===== src/rtl/cnt_host_pkg.sv =====
package cnt_host_pkg;
    // number of bytes in the preset and in the output latch
    localparam int NBYTES = 3;

    typedef enum logic [0:0] {
        ACC_IDLE = 1'b0,
        ACC_HOLD = 1'b1
    } acc_state_t;

    typedef enum logic [1:0] {
        PTR_B0 = 2'd0,
        PTR_B1 = 2'd1,
        PTR_B2 = 2'd2
    } ptr_state_t;

    typedef enum logic [1:0] {
        SEL_MASTER = 2'd0,
        SEL_INPUT  = 2'd1,
        SEL_OUTPUT = 2'd2,
        SEL_QUAD   = 2'd3
    } ctl_sel_t;

    // master command bit positions
    localparam int MC_PTR_CLR = 0;
    localparam int MC_LATCH   = 1;
    localparam int MC_CNT_CLR = 2;
    localparam int MC_LOAD    = 3;
    localparam int MC_CMP_CLR = 4;
    localparam int MC_MRESET  = 5;
endpackage


===== src/rtl/chif_access_fsm.sv =====
module chif_access_fsm
    import cnt_host_pkg::*;
(
    input  logic clk,
    input  logic rst_n,
    input  logic cs_n,
    input  logic rd_n,
    input  logic wr_n,
    output logic acc_wr,
    output logic acc_rd
);
    acc_state_t state_q, state_d;
    logic       start_wr, start_rd, released;

    assign start_wr = !cs_n && !wr_n && rd_n;
    assign start_rd = !cs_n && !rd_n && wr_n;
    assign released = cs_n || (rd_n && wr_n);

    // state register
    always_ff @(posedge clk or negedge rst_n) begin
        if (!rst_n) state_q <= ACC_IDLE;
        else        state_q <= state_d;
    end

    // next state
    always_comb begin
        state_d = state_q;
        unique case (state_q)
            ACC_IDLE: if (start_wr || start_rd) state_d = ACC_HOLD;
            ACC_HOLD: if (released)             state_d = ACC_IDLE;
            default:                            state_d = ACC_IDLE;
        endcase
    end

    // outputs: one access strobe per assertion
    always_comb begin
        acc_wr = 1'b0;
        acc_rd = 1'b0;
        unique case (state_q)
            ACC_IDLE: begin
                acc_wr = start_wr;
                acc_rd = start_rd;
            end
            ACC_HOLD: ;
            default: ;
        endcase
    end
endmodule


===== src/rtl/chif_ptr_fsm.sv =====
module chif_ptr_fsm
    import cnt_host_pkg::*;
(
    input  logic       clk,
    input  logic       rst_n,
    input  logic       ptr_clr,
    input  logic       ptr_step,
    output ptr_state_t ptr_sel
);
    ptr_state_t state_q, state_d;

    always_ff @(posedge clk or negedge rst_n) begin
        if (!rst_n) state_q <= PTR_B0;
        else        state_q <= state_d;
    end

    // clear wins over step
    always_comb begin
        state_d = state_q;
        if (ptr_clr) begin
            state_d = PTR_B0;
        end else if (ptr_step) begin
            unique case (state_q)
                PTR_B0:  state_d = PTR_B1;
                PTR_B1:  state_d = PTR_B2;
                PTR_B2:  state_d = PTR_B0;
                default: state_d = PTR_B0;
            endcase
        end
    end

    always_comb ptr_sel = state_q;
endmodule


===== src/rtl/chif_regs.sv =====
module chif_regs
    import cnt_host_pkg::*;
#(
    parameter int DW     = 8,
    parameter int MODE_W = 6,
    parameter int QUAD_W = 2,
    localparam int CW    = NBYTES * DW,
    localparam int STW   = 5
) (
    input  logic              clk,
    input  logic              rst_n,
    input  logic              acc_wr,
    input  logic              acc_rd,
    input  logic              cd,
    input  logic [DW-1:0]     din,
    input  logic [CW-1:0]     cnt_val,
    input  logic [STW-1:0]    st_flags,
    input  ptr_state_t        ptr_sel,
    output logic              ptr_clr,
    output logic              ptr_step,
    output logic [DW-1:0]     dout,
    output logic [CW-1:0]     preset,
    output logic [MODE_W-1:0] in_ctl,
    output logic [MODE_W-1:0] out_ctl,
    output logic [QUAD_W-1:0] quad_ctl,
    output logic              cmd_load,
    output logic              cmd_cnt_clr,
    output logic              cmd_cmp_clr,
    output logic              cmd_mreset
);
    ctl_sel_t      sel;
    logic          wr_ctl, wr_mcr, do_mreset;
    logic [CW-1:0] latch_q;
    logic [DW-1:0] latch_byte;

    assign sel       = ctl_sel_t'(din[DW-1:DW-2]);
    assign wr_ctl    = acc_wr && cd;
    assign wr_mcr    = wr_ctl && (sel == SEL_MASTER);
    assign do_mreset = wr_mcr && din[MC_MRESET];
    assign ptr_clr   = wr_mcr && (din[MC_PTR_CLR] || din[MC_MRESET]);
    assign ptr_step  = (acc_wr || acc_rd) && !cd;

    // mode registers
    always_ff @(posedge clk or negedge rst_n) begin
        if (!rst_n) begin
            in_ctl   <= '0;
            out_ctl  <= '0;
            quad_ctl <= '0;
        end else if (do_mreset) begin
            in_ctl   <= '0;
            out_ctl  <= '0;
            quad_ctl <= '0;
        end else if (wr_ctl) begin
            unique case (sel)
                SEL_INPUT:  in_ctl   <= din[MODE_W-1:0];
                SEL_OUTPUT: out_ctl  <= din[MODE_W-1:0];
                SEL_QUAD:   quad_ctl <= din[QUAD_W-1:0];
                SEL_MASTER: ;
                default: ;
            endcase
        end
    end

    // preset bytes, addressed by the shared pointer
    always_ff @(posedge clk or negedge rst_n) begin
        if (!rst_n) begin
            preset <= '1;
        end else if (do_mreset) begin
            preset <= '1;
        end else if (acc_wr && !cd) begin
            unique case (ptr_sel)
                PTR_B0:  preset[DW-1:0]      <= din;
                PTR_B1:  preset[2*DW-1:DW]   <= din;
                PTR_B2:  preset[3*DW-1:2*DW] <= din;
                default: ;
            endcase
        end
    end

    // output latch: master reset wins over a copy in the same write
    always_ff @(posedge clk or negedge rst_n) begin
        if (!rst_n)                             latch_q <= '0;
        else if (do_mreset)                     latch_q <= '0;
        else if (wr_mcr && din[MC_LATCH])       latch_q <= cnt_val;
    end

    // command pulses, one clock after the accepting edge
    always_ff @(posedge clk or negedge rst_n) begin
        if (!rst_n) begin
            cmd_load    <= 1'b0;
            cmd_cnt_clr <= 1'b0;
            cmd_cmp_clr <= 1'b0;
            cmd_mreset  <= 1'b0;
        end else begin
            cmd_load    <= wr_mcr && din[MC_LOAD];
            cmd_cnt_clr <= wr_mcr && din[MC_CNT_CLR];
            cmd_cmp_clr <= wr_mcr && din[MC_CMP_CLR];
            cmd_mreset  <= do_mreset;
        end
    end

    always_comb begin
        unique case (ptr_sel)
            PTR_B0:  latch_byte = latch_q[DW-1:0];
            PTR_B1:  latch_byte = latch_q[2*DW-1:DW];
            PTR_B2:  latch_byte = latch_q[3*DW-1:2*DW];
            default: latch_byte = latch_q[DW-1:0];
        endcase
    end

    // read data captured at the accepting edge
    always_ff @(posedge clk or negedge rst_n) begin
        if (!rst_n)      dout <= '0;
        else if (acc_rd) dout <= cd ? {{(DW-STW){1'b0}}, st_flags} : latch_byte;
    end
endmodule


===== src/rtl/cnt_host_if.sv =====
module cnt_host_if
    import cnt_host_pkg::*;
#(
    parameter int DW     = 8,
    parameter int MODE_W = 6,
    parameter int QUAD_W = 2,
    localparam int CW    = NBYTES * DW
) (
    input  logic              clk,
    input  logic              rst_n,
    input  logic              cs_n,
    input  logic              rd_n,
    input  logic              wr_n,
    input  logic              cd,
    input  logic [DW-1:0]     din,
    output logic [DW-1:0]     dout,
    output logic              dout_oe,
    input  logic [CW-1:0]     cnt_val,
    input  logic [4:0]        st_flags,
    output logic [CW-1:0]     preset,
    output logic [MODE_W-1:0] in_ctl,
    output logic [MODE_W-1:0] out_ctl,
    output logic [QUAD_W-1:0] quad_ctl,
    output logic              cmd_load,
    output logic              cmd_cnt_clr,
    output logic              cmd_cmp_clr,
    output logic              cmd_mreset
);
    logic       acc_wr, acc_rd, ptr_clr, ptr_step;
    ptr_state_t ptr_sel;

    chif_access_fsm u_acc (
        .clk    (clk),
        .rst_n  (rst_n),
        .cs_n   (cs_n),
        .rd_n   (rd_n),
        .wr_n   (wr_n),
        .acc_wr (acc_wr),
        .acc_rd (acc_rd)
    );

    chif_ptr_fsm u_ptr (
        .clk      (clk),
        .rst_n    (rst_n),
        .ptr_clr  (ptr_clr),
        .ptr_step (ptr_step),
        .ptr_sel  (ptr_sel)
    );

    chif_regs #(.DW(DW), .MODE_W(MODE_W), .QUAD_W(QUAD_W)) u_regs (
        .clk         (clk),
        .rst_n       (rst_n),
        .acc_wr      (acc_wr),
        .acc_rd      (acc_rd),
        .cd          (cd),
        .din         (din),
        .cnt_val     (cnt_val),
        .st_flags    (st_flags),
        .ptr_sel     (ptr_sel),
        .ptr_clr     (ptr_clr),
        .ptr_step    (ptr_step),
        .dout        (dout),
        .preset      (preset),
        .in_ctl      (in_ctl),
        .out_ctl     (out_ctl),
        .quad_ctl    (quad_ctl),
        .cmd_load    (cmd_load),
        .cmd_cnt_clr (cmd_cnt_clr),
        .cmd_cmp_clr (cmd_cmp_clr),
        .cmd_mreset  (cmd_mreset)
    );

    // bus drive enable follows the strobes directly
    assign dout_oe = !cs_n && !rd_n;
endmodule


===== config.mk =====
export PLATFORM = sky130hd
export DESIGN_NAME = cnt_host_if
export DESIGN_NICKNAME = d
export VERILOG_FILES = /design/src/rtl/cnt_host_pkg.sv /design/src/rtl/chif_access_fsm.sv /design/src/rtl/chif_ptr_fsm.sv /design/src/rtl/chif_regs.sv /design/src/rtl/cnt_host_if.sv
export SDC_FILE = /design/constraint.sdc
export NUM_CORES = 1
export LEC_CHECK = 0
export ABC_AREA = 1
export BUFFER_PORTS_ARGS = -buffer_cell sky130_fd_sc_hd__clkbuf_2
export CAP_MARGIN = 30
export CORE_ASPECT_RATIO = 1.25
export CORE_MARGIN = 2
export CORE_UTILIZATION = 45
export DETAILED_ROUTE_END_ITERATION = 8
export PLACE_DENSITY = 0.77
export SLEW_MARGIN = 0
export SYNTH_ARGS = -nofsm -noshare
export SYNTH_HDL_FRONTEND = slang
export SYNTH_SLANG_ARGS = --single-unit

===== constraint.sdc =====
create_clock -name clk -period 1.8 [get_ports clk]
set_input_delay 0.36 -clock clk [delete_from_list [all_inputs] [get_ports clk]]
set_output_delay 0.36 -clock clk [all_outputs]
set_load 0.005 [all_outputs]

### Word level (Yosys, flattened, before mapping)

Index checks and enable logic that the tools add are counted.
W data, S select, Z words.

* register bits: 77
* input port bits: 43
* output and inout bits: 51

* reduce and logical (&&, ||, !) cells: 41
* bitwise operators: 1
* muxes and demuxes: 26
* eq/ne operators: 5

Operators by type and width (number)
* $mux W24: 4
* $mux W6: 6
* $mux W8: 4
* $reduce_bool A2 Y1: 10
* $pmux W8 S2: 1
* $logic_and A1 B1 Y1: 15
* $reduce_and A2 Y1: 6
* $mux W2: 5
* $eq A2 B2 Y1 const B: 3
* $eq A2 B1 Y1 const B: 2
* $logic_not A1 Y1: 4
* $logic_not A2 Y1: 2
* $logic_or A1 B1 Y1: 4
* $mux W1: 4
* $pmux W2 S2: 1
* $pmux W1 S2: 1
* $not A1 Y1: 1

### Depth between registers and ports, before layout

* depth in word-level cells: 9
* mapped depth: 8
* mapped depth without buffers: 8

### Hierarchy

A second synthesis with hierarchy kept.

* cell total of the unflattened synthesis: 414
* area total of the unflattened synthesis: 3629.7 µm²

Modules (own cells, without submodules)
* chif_regs: cells each 388, times used 1, sequential area each 1881.8 µm², area each 3449.6 µm²
* chif_ptr_fsm: cells each 11, times used 1, sequential area each 50.0 µm², area each 88.8 µm²
* chif_access_fsm: cells each 14, times used 1, sequential area each 25.0 µm², area each 87.6 µm²
* cnt_host_if: cells each 1, times used 1, sequential area each 0.0 µm², area each 3.8 µm²

### Least setup slack after synthesis

Ideal clock, no wire load.

* path type: register -> register
* start point: register u_ptr.state_q[1], in the netlist u_ptr.ptr_sel[1]
* end point: register u_regs.preset[14]
* arrival time: 1.363 ns
* stages on the path, launching flop included: 8
* slack: 0.376 ns
* library setup time: 0.060 ns
* path buffers: 1
* clock period less this slack: 1.424 ns
* path through: dfrtp_1 -> inv_1 -> ha_1 -> clkbuf_1 -> nand3_2 -> nand2_1 -> nand2_1 -> nand2_1

* cells in the longest elaborated chain, start to end: 3

RTL lines
* start, declared: RTL line chif_ptr_fsm.sv:10 `ptr_state_t state_q, state_d;`
* start signal, assigned: RTL line chif_ptr_fsm.sv:14 `else state_q <= state_d;`
* $eq A2 B1 Y1: RTL line chif_regs.sv:71 `unique case (ptr_sel)`
* $reduce_bool A2 Y1 (no line)
* $reduce_and A2 Y1 (no line)
* end signal, assigned by index: RTL line chif_regs.sv:72 `PTR_B0: preset[DW-1:0] <= din;`
* end signal, assigned by index: RTL line chif_regs.sv:73 `PTR_B1: preset[2*DW-1:DW] <= din;`
* end signal, assigned by index: RTL line chif_regs.sv:74 `PTR_B2: preset[3*DW-1:2*DW] <= din;`
* end, declared: RTL line chif_regs.sv:22 `output logic [CW-1:0] preset,`

Every way passes these cells.
A chain may end at the register's enable or synchronous reset.

### Final worst setup path

* start point: register u_acc.state_q
* end point: register u_regs.preset[15]

* cells in the longest elaborated chain, start to end: 6

RTL lines
* start, declared: RTL line chif_access_fsm.sv:12 `acc_state_t state_q, state_d;`
* start signal, assigned: RTL line chif_access_fsm.sv:22 `else state_q <= state_d;`
* $mux W1 (*): RTL line chif_access_fsm.sv:39 `unique case (state_q)`
* $logic_and A1 B1 Y1: RTL line chif_regs.sv:37 `assign wr_ctl = acc_wr && cd;`
* $logic_and A1 B1 Y1: RTL line chif_regs.sv:38 `assign wr_mcr = wr_ctl && (sel == SEL_MASTER);`
* $logic_and A1 B1 Y1: RTL line chif_regs.sv:39 `assign do_mreset = wr_mcr && din[MC_MRESET];`
* $reduce_bool A2 Y1 (no line)
* $reduce_and A2 Y1 (no line)

Every way passes the cells marked *; elsewhere a longest branch is shown, timed or not.

==> out/qor.txt <==
outcome: complete, no violations
Die H: 103 um
first-pass GRT wire length: 14900 um
postcts setup bufs: 0
Slew Limit Fails: 0
worst endpoint required time: 2.09 ns
clock buffer depth: 2
met1 WL: 3770 um
Top FF cell, synth: dfrtp_1
cell with the most instances after synthesis: nand2_1
Vias: 3211
top cells by area, synth: dfrtp_1, dfstp_2, nand2_1, nand3_1, nand4_1
Design Area, Final: 0.00435 sq mm
clock power share: 25.3%
multi-input logic area: 0.00140 sq mm
Worst Tran Pin Value: 0.507 ns
Commonest cells post-synth: nand2_1, dfrtp_1, nand3_1
Max Used Layer: met4
final net count: 556
Post-synth EDFFs: 0
PnR worst setup slack: 0.138 ns
crit path launch type: register
period utilization: 92.4%
Clock Skews: 0.0116 ns
DIE WIDTH: 83.5 um
Slew headroom: 66.2%
GP Congestion: 0.840
post-DP HPWL: 6640 um
Max Cap Viol: 0
Synth Register Bits: 77
maximum number of pins on one net before global-route repair: 40
setup TNS: 0 ns
Core Rows: 36
# IOs: 94
Hold Path Class: in2reg
WP data arrival: 1.95 ns
Worst setup EP type: register
pre-CTS setup slack: 0.114 ns
final hold viol count: 0
drt first pass iters: 8
LEAKAGE: 2.39 nW
FFs w/ async S/R, synth: 100%
Clock Latency Late Sink: 0.35 ns
Initial Util: 45.9%
Synthesis Warnings: 0
Synth Cell Area: 0.00355 sq mm
post-detailed-route count of antenna-violating nets: 0
synthesis-to-finish area growth: 22.4%
port bufs: 93
post-synth top area share: 37.3%
Syn Area/Cell: 8.60 sq um
Reg clk slew, reported paths: 0.08 ns
Syn Nets: 459
DRC: 0
DP Area: 0.00412 sq mm
vias per cell: 5.26
core box area: 0.00775 sq mm
register area share after synthesis: 55.1%
final core occ: 56.1%
unrepaired setup endpoints after global routing: no
final wirelength: 9080 um
vias in the first global route: 3073
critical setup path kind: reg2reg
sequential power share: 47.3%
Internal Power: 3.67 mW
Logic pwr share: 27.5%
Hold WS: 0.242 ns
drt wl/cell: 14.9 um
routed length on met3: 642 um
peak supply drop: 0.000678 V
sequential cell area: 0.00196 sq mm
cells after synthesis: 413
antenna fix cells: 0
CTS tree: built
TritonCTS Buffers: 9
crit-path max FO: 23
clk sinks: 77
post-synth cell types: 25
Peak Freq: 602 MHz
switching share of total power: 32.5%
switching power: 1.77 mW
initial DRC count: 211
cell taking the most area after synthesis: dfrtp_1
Fill cells: 707
fraction of layout cells with a size suffix above 1: 31.7%
CTS H-tree depth: 3
metal2 WL: 4570 um
initial antenna violation count: 0
area of the die: 0.00863 sq mm
Final min period: 1.66 ns
setup violators final: 0
clk root buf: clkbuf_8
Total GRT Usage: 22.0%
pwr dens: 1250 mW/mm^2
global route overflow: 0
power by group through the flow:
stage                     Combinational, mW  Sequential (mW)  Clock, mW
after floorplan                       0.780             2.58          0
after global placement                 1.45             2.58          0
after detailed placement               1.50             2.59          0
after CTS                              1.51             2.57       1.39
after global routing                   1.69             2.61       1.48
final                                  1.49             2.57       1.37
path summary, 6_finish.rpt:
kind	startpoint	endpoint	slack, ns	cells after the start
max reg2reg	u_acc.state_q$_DFF_PN0_	u_regs.preset[15]$_DFFE_PN1P_	0.14	7
max in group asynchronous	rst_n	u_regs.preset[18]$_DFFE_PN1P_	0.76	3
min reg2reg	u_regs.dout[5]$_DFFE_PN0P_	u_regs.dout[5]$_DFFE_PN0P_	0.48	2
min	cnt_val[10]	u_regs.latch_q[10]$_DFFE_PN0P_	0.24	3
max	u_acc.state_q$_DFF_PN0_	u_regs.preset[15]$_DFFE_PN1P_	0.14	7
min in group asynchronous	rst_n	u_regs.dout[0]$_DFFE_PN0P_	0.45	2
cells in the final DEF, fill, tap and decap left out:
| cell | instances |
|---|---|
| nand2_1 | 165 |
| clkbuf_2 | 92 |
| dfrtp_1 | 53 |
| nand3_1 | 48 |
| nand4_1 | 24 |
| dfstp_2 | 24 |
| inv_1 | 21 |
| nor2_1 | 11 |
| a21oi_1 | 11 |
| clkbuf_8 | 9 |
| buf_4 | 9 |
| o211ai_1 | 8 |
| inv_2 | 4 |
| o21ai_0 | 4 |
| nand3_2 | 4 |
| nand2_2 | 4 |
| nor2_4 | 3 |
| nor2_2 | 3 |
| ha_1 | 3 |
| clkinv_2 | 3 |
| o2111ai_1 | 2 |
| inv_4 | 2 |
| nand4_4 | 1 |
| o22ai_1 | 1 |
| nand3_4 | 1 |
| clkbuf_16 | 1 |
| bufinv_16 | 1 |
| dlygate4sd3_1 | 1 |
| buf_6 | 1 |
| buf_12 | 1 |
registers in the layout (all words and copies together) (netlist names):
signal and flops:
u_regs.latch_q 24, u_regs.cmd_mreset 1, u_regs.out_ctl 6, u_regs.in_ctl 6, u_regs.dout 8, u_regs.quad_ctl 2
u_regs.cmd_cnt_clr 1, u_regs.preset 24, u_regs.cmd_load 1, u_ptr.ptr_sel 2, u_regs.cmd_cmp_clr 1, u_acc.state_q 1
worst max-delay path, cell delays in order, from the launching register on:
cell and delay (ns):
dfrtp_1 0.43, inv_2 0.09, nand2_1 0.10, nor2_4 0.20, nand4_4 0.32, buf_4 0.32, nand3_1 0.09, nand2_1 0.07
final cells by class:
cell class                      instances  share of cell area [%]
Sequential cell                        77                    45.0
Inverter                               25                    2.16
Tap cell                               95                    2.73
Timing Repair Buffer                  104                    13.1
Multi-Input combinational cell        293                    32.3
Clock buffer                           10                    3.42
Clock inverter                          6                    1.32
routing by layer:
layer | vias to the layer above | GRT usage (%)
met5 | - | 0
met4 | 0 | 6.70
met3 | 11 | 5.71
met2 | 128 | 38.5
met1 | 1515 | 27.4
li1 | 1557 | -
per-stage QoR:
step | power, mW | std cells
after detailed placement | 4.09 | 593
after global routing | 5.79 | 610
after floorplan | 3.36 | 413
after global placement | 4.02 | 593
after CTS | 5.46 | 610
final | 5.44 | 610
kinds of logic after synthesis:
family / after synthesis / synth area share [%]
AOI/OAI and AO/OA: 26 / 4.47
and+or+nand+nor: 264 / 33.8
adders and majority gates: 3 / 1.06
DFF: 77 / 55.1
buffers and inverters: 43 / 5.63
timing repair:
action,in CTS,in global routing
hold buffers,1,0
setup endpoints to repair,0,9
endpoints found under the hold margin,14,0
gates resized for setup,0,4
Note: power is estimated with default switching activity, not from simulation.
